### config.mk
export PLATFORM = sky130hd
export DESIGN_NAME = sar_search_ctrl
export DESIGN_NICKNAME = d
export VERILOG_FILES = /design/src/rtl/sar_search_ctrl.sv
export SDC_FILE = /design/constraint.sdc
export NUM_CORES = 1
export LEC_CHECK = 0
export BUFFER_PORTS_ARGS = -buffer_cell sky130_fd_sc_hd__buf_2
export CAP_MARGIN = 20
export CORE_AREA = 4 4 41 43
export CTS_CLUSTER_SIZE = 10
export DETAILED_ROUTE_END_ITERATION = 16
export DIE_AREA = 0 0 45 47
export GPL_TIMING_DRIVEN = 0
export SYNTH_ARGS = -nofsm -noshare
export SYNTH_HDL_FRONTEND = slang
export SYNTH_SLANG_ARGS = --single-unit
### constraint.sdc
create_clock -name clk -period 1.55 [get_ports clk]
set_input_delay 0.155 -clock clk [delete_from_list [all_inputs] [get_ports clk]]
set_output_delay 0.155 -clock clk [all_outputs]
set_load 0.01 [all_outputs]
### src/rtl/sar_search_ctrl.sv
module sar_search_ctrl #(
  parameter int WIDTH = 4
) (
  input  logic             clk,
  input  logic             rst,
  input  logic             start,
  input  logic             cmp_above,
  output logic             hold_strobe,
  output logic [WIDTH-1:0] code,
  output logic             eoc
);
  localparam int PW = (WIDTH > 1) ? $clog2(WIDTH) : 1;
  localparam logic [WIDTH-1:0] MID = WIDTH'(1) << (WIDTH - 1);
  localparam logic [PW-1:0] TOP = PW'(WIDTH - 1);

  logic [PW-1:0] ptr;
  logic          busy;
  logic          last;

  assign last        = (ptr == '0);
  assign hold_strobe = start & ~rst;

  always_ff @(posedge clk) begin
    if (rst) begin
      code <= '0;
      ptr  <= '0;
      busy <= 1'b0;
      eoc  <= 1'b0;
    end else if (start) begin
      code <= MID;
      ptr  <= TOP;
      busy <= 1'b1;
      eoc  <= 1'b0;
    end else if (busy) begin
      code[ptr] <= cmp_above;
      if (!last) begin
        code[ptr - 1'b1] <= 1'b1;
        ptr <= ptr - 1'b1;
      end else begin
        busy <= 1'b0;
        eoc  <= 1'b1;
      end
    end
  end

  assert_start_mid_R1: assert property (@(posedge clk) disable iff (rst)
    start |=> (code == MID) && !eoc);

  assert_keep_bit_R2: assert property (@(posedge clk) disable iff (rst)
    (busy && !start && cmp_above) |=> code[$past(ptr)]);

  assert_clear_bit_R3: assert property (@(posedge clk) disable iff (rst)
    (busy && !start && !cmp_above) |=> !code[$past(ptr)]);

  assert_done_rise_R5: assert property (@(posedge clk) disable iff (rst)
    (busy && last && !start) |=> eoc);

  assert_done_hold_R6: assert property (@(posedge clk) disable iff (rst)
    (eoc && !start) |=> eoc && $stable(code));

  assert_reset_clear_R8: assert property (@(posedge clk)
    rst |=> (code == '0) && !eoc);
endmodule

==> results.sh, run 1 <==
export IMPL_seq_area_frac_synth=0.3810
export IMPL_final_net_count=68
export IMPL_final_setup_violations=0
export IMPL_path_clk_slew_ns=0.06
export IMPL_drt_initial_drc_count=2
export IMPL_r2r_start="ptr[0]"
export IMPL_io_pin_count=10
export IMPL_setup_tns_ns=0
export IMPL_total_standard_cell_area_after_synthesis_um2=420.4
export IMPL_vias_in_the_first_global_route=290
export IMPL_cts_hold_bufs=0
export IMPL_cp_cell_sequence="inv_1 -> ha_1 -> nor2b_4 -> mux2_4 -> a21oi_2"
export IMPL_dp_hpwl_um=567
export IMPL_final_hold_violation_count=0
export IMPL_drt_total_wl_um=746
export IMPL_drv_cap=0
export IMPL_worstSetupStartpoint="ptr[0]"
export IMPL_detail_route_wl_per_cell_um=10.22
export IMPL_synth_cells=46
export IMPL_antenna_violating_nets_remaining=0
export IMPL_r2r_end="ptr[1]"
export IMPL_yosysTopAreaCellShare=0.3810
export IMPL_numPortBuffers=9
export IMPL_floorplan_die_height_um=47
export IMPL_tightest_slew_ns=0.2621
export IMPL_post_cts_resized=0
export IMPL_antennaDiodeCount=0
export IMPL_synth_area_per_cell_um2=9.139
export IMPL_setup_repair_after_global_routing_missed_its_margin="no"
export IMPL_fmax_mhz=690.6
export IMPL_synth_seq_cells=8
export IMPL_drive_above_1_share=0.3103
export IMPL_grt_overflow_total=0
export IMPL_cp_top_family="flip-flops"
export IMPL_h_tree_depth=1
export IMPL_drc=0
export IMPL_design_die_area_um2=2115
export IMPL_critPathBufInv=1
export IMPL_number_of_vias_per_cell_after_detailed_routing=4.726
export IMPL_global_route_wire_length_before_repair_mm=1.214
export IMPL_post_synthesis_net_count=54
export IMPL_hold_end="eoc"
export IMPL_fin_skew_ns=0.01009
export IMPL_tritoncts="yes"
export IMPL_clock_path_buffers=2
export IMPL_core_rowCount=13
export IMPL_post_synth_num_cell_types=21
export IMPL_floorplan_initialDensity=0.3231
export IMPL_synth_largest_area_cell="sky130_fd_sc_hd__dfxtp_1"
export IMPL_timing_critical_path_to_type="flop"
export IMPL_cts_root_buf="sky130_fd_sc_hd__clkbuf_4"
export IMPL_critical_path_max_fanout=6
export IMPL_cp_required_ns=1.74
export IMPL_hold_path_startpoint="start"
export IMPL_critical_path_max_stage_delay_ns=0.38
export IMPL_cts_num_sinks=8
export IMPL_place_worst_setup_slack_ns=0.04276
export IMPL_dieWidth_um=45
export IMPL_clkLatencyLatePin_ns=0.26
export IMPL_whs_path_depth=2
export IMPL_antenna_found_initial=0
export IMPL_setup_slack_ns=0.1020
export IMPL_max_slew_margin_rel=0.8250
export IMPL_grt_usage=0.08644
export IMPL_critical_path_startpoint_category="flop"
export IMPL_timing_hold_worst_class="input pin to flop"
export IMPL_finalMaxSlewViolations=0
export IMPL_place_congestion=0.6502
export IMPL_synth_yosys_warnings=0
export IMPL_fin_crit_ns=1.448
export IMPL_worstSetupPathType="flop to flop"
export IMPL_post_route_clock_period_utilization=0.9342
export IMPL_result_of_the_run="complete, no violations"
export IMPL_vdd_ir_drop_worst_v=0.0005798
export IMPL_fp_coreArea_um2=1301
export IMPL_setup_reg_to_reg_worst_slack_ns=0.10
export IMPL_detailroute_via_count=345
export IMPL_drt_pass1_iter_count=4
export IMPL_crit_slowest_cell="sky130_fd_sc_hd__dfxtp_2"
export IMPL_synthTopCellsByArea="sky130_fd_sc_hd__dfxtp_1, sky130_fd_sc_hd__ha_1, sky130_fd_sc_hd__a21oi_1, sky130_fd_sc_hd__nand2b_1, sky130_fd_sc_hd__inv_1"
export IMPL_worst_ep_arrival_time_ns=1.63
export IMPL_tritoncts_num_buffers=3
export IMPL_area_growth_syn_to_layout_pct=21.13
export IMPL_r2r_worst_path_cells=5
export IMPL_grt_max_degree=10
export IMPL_powerDensity_nw_per_um2=947.4
export IMPL_power_leakage_nw=0.2309
export IMPL_post_cts_setup_buffer_count=0
==> power breakdown <==
| part | leakage, nW | internal (W) | switching, W |
|---|---|---|---|
| combinational | 0.151 | 0.0000412 | 0.0000433 |
| sequential | 0.0663 | 0.000219 | 0.0000139 |
| clock | 0.0138 | 0.0000890 | 0.0000760 |
==> per-layer routing <==
layer | part of all wire | GRT usage
met1 | 0.51 | 0.1011
met4 | 0 | 0.01754
met5 | 0 | 0
met3 | 0.094 | 0.06897
met2 | 0.39 | 0.1243
==> cells in the mapped netlist (all sizes together) <==
library cell	instances
a21boi	2
a21oi	5
a31oi	1
dfxtp	8
ha	4
inv	4
mux2	1
mux2i	1
nand2	4
nand2b	3
nor2	4
nor2b	2
nor3	1
o21a	1
o21ai	2
o221ai	1
o31ai	1
xnor2	1
==> sequential cells by signal (all words and copies together) (netlist names) <==
name and count:
code 4, ptr 2, busy 1, eoc 1
==> worst register-to-register path: stages, from the launching register on <==
cell                      delay, ns
sky130_fd_sc_hd__dfxtp_2       0.38
sky130_fd_sc_hd__inv_1         0.09
sky130_fd_sc_hd__ha_1          0.29
sky130_fd_sc_hd__nor2b_4       0.18
sky130_fd_sc_hd__mux2_4        0.32
sky130_fd_sc_hd__a21oi_2       0.12
==> cells by family (layout without fill, tap and decap cells) <==
family	Yosys count	in the layout	synth area share
multiplexers	2	2	0.05951
buffers and inverters	4	16	0.03570
AND/OR/NAND/NOR	14	14	0.1756
adder cells (fa/ha/maj)	4	4	0.1191
AO/OA/AOI/OAI	13	13	0.2084
flip-flops	8	8	0.3809
XOR/XNOR	1	1	0.02084
==> through the flow <==
stage,power (W),hold slack [ns],util,instances,instance area (µm²)
after CTS,0.0004899,0.1049,0.3894,73,506.7
after detailed placement,0.0003212,0.3772,0.3721,70,484.2
after floorplan,0.0002962,0.2174,-,46,420.4
final,0.0004825,0.1158,0.3913,73,509.2
after global placement,0.0003208,0.3694,0.3721,70,484.2
after global routing,0.0005185,0.1088,0.3913,73,509.2
==> placed cells by master (no fill, tap or decap), drive strengths merged <==
cell type  count
mux2           1
nor3           1
a21boi         2
clkbuf         3
o21ai          2
a21oi          5
nand2          4
a31oi          1
nor2b          2
o221ai         1
buf            9
ha             4
o21a           1
nor2           4
dfxtp          8
xnor2          1
o31ai          1
nand2b         3
inv            4
mux2i          1
==> cell type report <==
cell class,count,area [µm²]
Tap cell,15,18.77
Clock buffer,3,22.52
Inverter,4,15.01
Multi-Input combinational cell,34,245.2
Fill cell,149,792.0
Timing Repair Buffer,9,45.04
Sequential cell,8,162.7
==> worst max path at each step <==
stage / endpoint / slack (ns) / cells after the start
after floorplan: ptr[1] / 0.15 / 5
after CTS: ptr[1] / 0.02 / 5
after global placement: ptr[1] / 0.04 / 5
final: ptr[1] / 0.10 / 5
after global routing: ptr[1] / 0.03 / 5
after detailed placement: ptr[1] / 0.04 / 5
(Power assumes the default switching activity.)
==> inputs of run 2 (changes only) <==
--- a/config.mk
+++ b/config.mk
@@ -6,12 +6,15 @@
 export NUM_CORES = 1
 export LEC_CHECK = 0
 export BUFFER_PORTS_ARGS = -buffer_cell sky130_fd_sc_hd__buf_2
-export CAP_MARGIN = 20
+export CAP_MARGIN = 0
+export CELL_PAD_IN_SITES_DETAIL_PLACEMENT = 1
+export CELL_PAD_IN_SITES_GLOBAL_PLACEMENT = 1
 export CORE_AREA = 4 4 41 43
 export CTS_CLUSTER_SIZE = 10
 export DETAILED_ROUTE_END_ITERATION = 16
 export DIE_AREA = 0 0 45 47
 export GPL_TIMING_DRIVEN = 0
+export PLACE_DENSITY_LB_ADDON = 0.1
 export SYNTH_ARGS = -nofsm -noshare
 export SYNTH_HDL_FRONTEND = slang
 export SYNTH_SLANG_ARGS = --single-unit
==> results.sh, run 2 (synthesized netlist as in run 1, its figures left out) <==
export IMPL_result_of_the_run="complete, no violations"
export IMPL_grtUsageMet3=0.02682
export IMPL_grt_max_degree=10
export IMPL_antenna_violating_nets_remaining=0
export IMPL_final_net_count=68
export IMPL_timing_hold_worst_class="input pin to flop"
export IMPL_post_cts_resized=1
export IMPL_setup_repair_after_global_routing_missed_its_margin="no"
export IMPL_tritoncts="yes"
export IMPL_cts_hold_bufs=0
export IMPL_detailroute_via_count=370
export IMPL_clock_path_buffers=2
export IMPL_drc=0
export IMPL_antenna_found_initial=0
export IMPL_path_clk_slew_ns=0.06
export IMPL_drive_above_1_share=0.3103
export IMPL_cts_root_buf="sky130_fd_sc_hd__clkbuf_4"
export IMPL_timing_critical_path_to_type="flop"
export IMPL_placed_area_um2=484.2
export IMPL_final_hold_violation_count=0
export IMPL_worstSetupPathType="flop to flop"
export IMPL_fin_skew_ns=0.003053
export IMPL_max_slew_margin_rel=0.8133
export IMPL_finalMaxSlewViolations=0
export IMPL_postLayoutCellArea_um2=510.5
export IMPL_dp_hpwl_um=811.5
export IMPL_final_setup_violations=0
export IMPL_dieWidth_um=45
export IMPL_post_route_clock_period_utilization=0.9396
export IMPL_critical_path_max_fanout=6
export IMPL_fin_crit_ns=1.456
export IMPL_cts_num_sinks=8
export IMPL_place_congestion=0.6922
export IMPL_globalRouteMet1Util=0.1023
export IMPL_io_pin_count=10
export IMPL_largest_registers="code (4), ptr (2)"
export IMPL_area_growth_syn_to_layout_pct=21.43
export IMPL_drt_pass1_iter_count=2
export IMPL_drv_cap=0
export IMPL_detail_route_wl_per_cell_um=13.77
export IMPL_largest_reg_flops=4
export IMPL_tightest_slew_ns=0.2797
export IMPL_cp_required_ns=1.74
export IMPL_globalRouteMet2Util=0.2062
export IMPL_cp_cell_sequence="inv_1 -> ha_2 -> nor2b_4 -> mux2_4 -> a21oi_2"
export IMPL_largest_register="code"
export IMPL_post_cts_setup_buffer_count=0
export IMPL_vdd_ir_drop_worst_v=0.0004333
export IMPL_global_route_wire_length_before_repair_mm=1.621
export IMPL_grt_usage=0.1074
export IMPL_setup_slack_ns=0.09364
export IMPL_place_worst_setup_slack_ns=-0.02381
export IMPL_antennaDiodeCount=0
export IMPL_critical_path_max_stage_delay_ns=0.43
export IMPL_number_of_vias_per_cell_after_detailed_routing=5.068
export IMPL_numPortBuffers=9
export IMPL_crit_slowest_cell="sky130_fd_sc_hd__dfxtp_1"
export IMPL_floorplan_die_height_um=47
export IMPL_core_rowCount=13
export IMPL_critical_path_startpoint_category="flop"
export IMPL_floorplan_initialDensity=0.3231
export IMPL_h_tree_depth=1
export IMPL_worst_ep_arrival_time_ns=1.65
export IMPL_grt_overflow_total=0
export IMPL_top_library_cells_by_usage_in_the_layout_fill_and_taps_aside="sky130_fd_sc_hd__buf_2, sky130_fd_sc_hd__dfxtp_1"
export IMPL_drt_initial_drc_count=5
export IMPL_layout_cells_most_common="sky130_fd_sc_hd__buf_2"
export IMPL_clkLatencyLatePin_ns=0.25
export IMPL_fp_coreArea_um2=1301
export IMPL_grt_busiest_layer="met2"
export IMPL_vias_in_the_first_global_route=400
export IMPL_design_die_area_um2=2115
export IMPL_power_leakage_nw=0.2294
export IMPL_drt_total_wl_mm=1.005
export IMPL_fmax_mhz=686.6
export IMPL_tritoncts_num_buffers=3
export IMPL_powerDensity_nw_per_um2=953.8
## run 2: cell counts in the layout (fill, tap and decap cells not counted)
No cell type changed its count.
## run 2: area by class of cell
| class | count | area [µm²] |
|---|---|---|
| clock buffer | 3 | 22.52 |
| tap | 15 | 18.77 |
| inverter | 4 | 15.01 |
| fill | 170 | 790.8 |
| sequential | 8 | 161.4 |
| multi-input combinational | 34 | 247.7 |
| timing repair buffer | 9 | 45.04 |
## run 2: layer usage
metal	routed length (µm)	share of wire	vias up
li1	-	-	181
met1	404	0.40	176
met2	522	0.52	11
met3	63	0.063	2
met4	15	0.015	0
met5	0	0	-
## run 2: worst paths after layout
| path | slack, ns | end | cells past startpoint | from |
|---|---|---|---|---|
| max | 0.09 | ptr[1] | 5 | ptr[1] |
| min | 0.11 | eoc | 2 | start |
| max reg2reg | 0.09 | ptr[1] | 5 | ptr[1] |
| min reg2reg | 0.44 | code[2] | 2 | code[2] |
## run 2: power by group
| group | internal (W) | switching [W] |
|---|---|---|
| clock network | 0.0000888 | 0.0000733 |
| registers | 0.000219 | 0.0000156 |
| logic | 0.0000430 | 0.0000478 |
## run 2: critical path: cells and delay by family, from the launching register on
family	cells	cell delay (ns)
muxes	1	0.32
adders and majority gates	1	0.24
DFF	1	0.43
AOI/OAI and AO/OA	1	0.12
and+or+nand+nor	1	0.16
buffers and inverters	1	0.12
## run 2: stage by stage
step	util	setup TNS (ns)	total power [W]	instances	hold WS, ns
final	0.3923	0	0.0004869	73	0.1097
after global routing	0.3923	0	0.0005135	73	0.1115
after CTS	0.3904	0	0.0004890	73	0.1110
after detailed placement	0.3721	-0.02381	0.0003282	70	0.3813
after global placement	0.3721	0	0.0003204	70	0.3689
after floorplan	-	0	0.0002962	46	0.2174
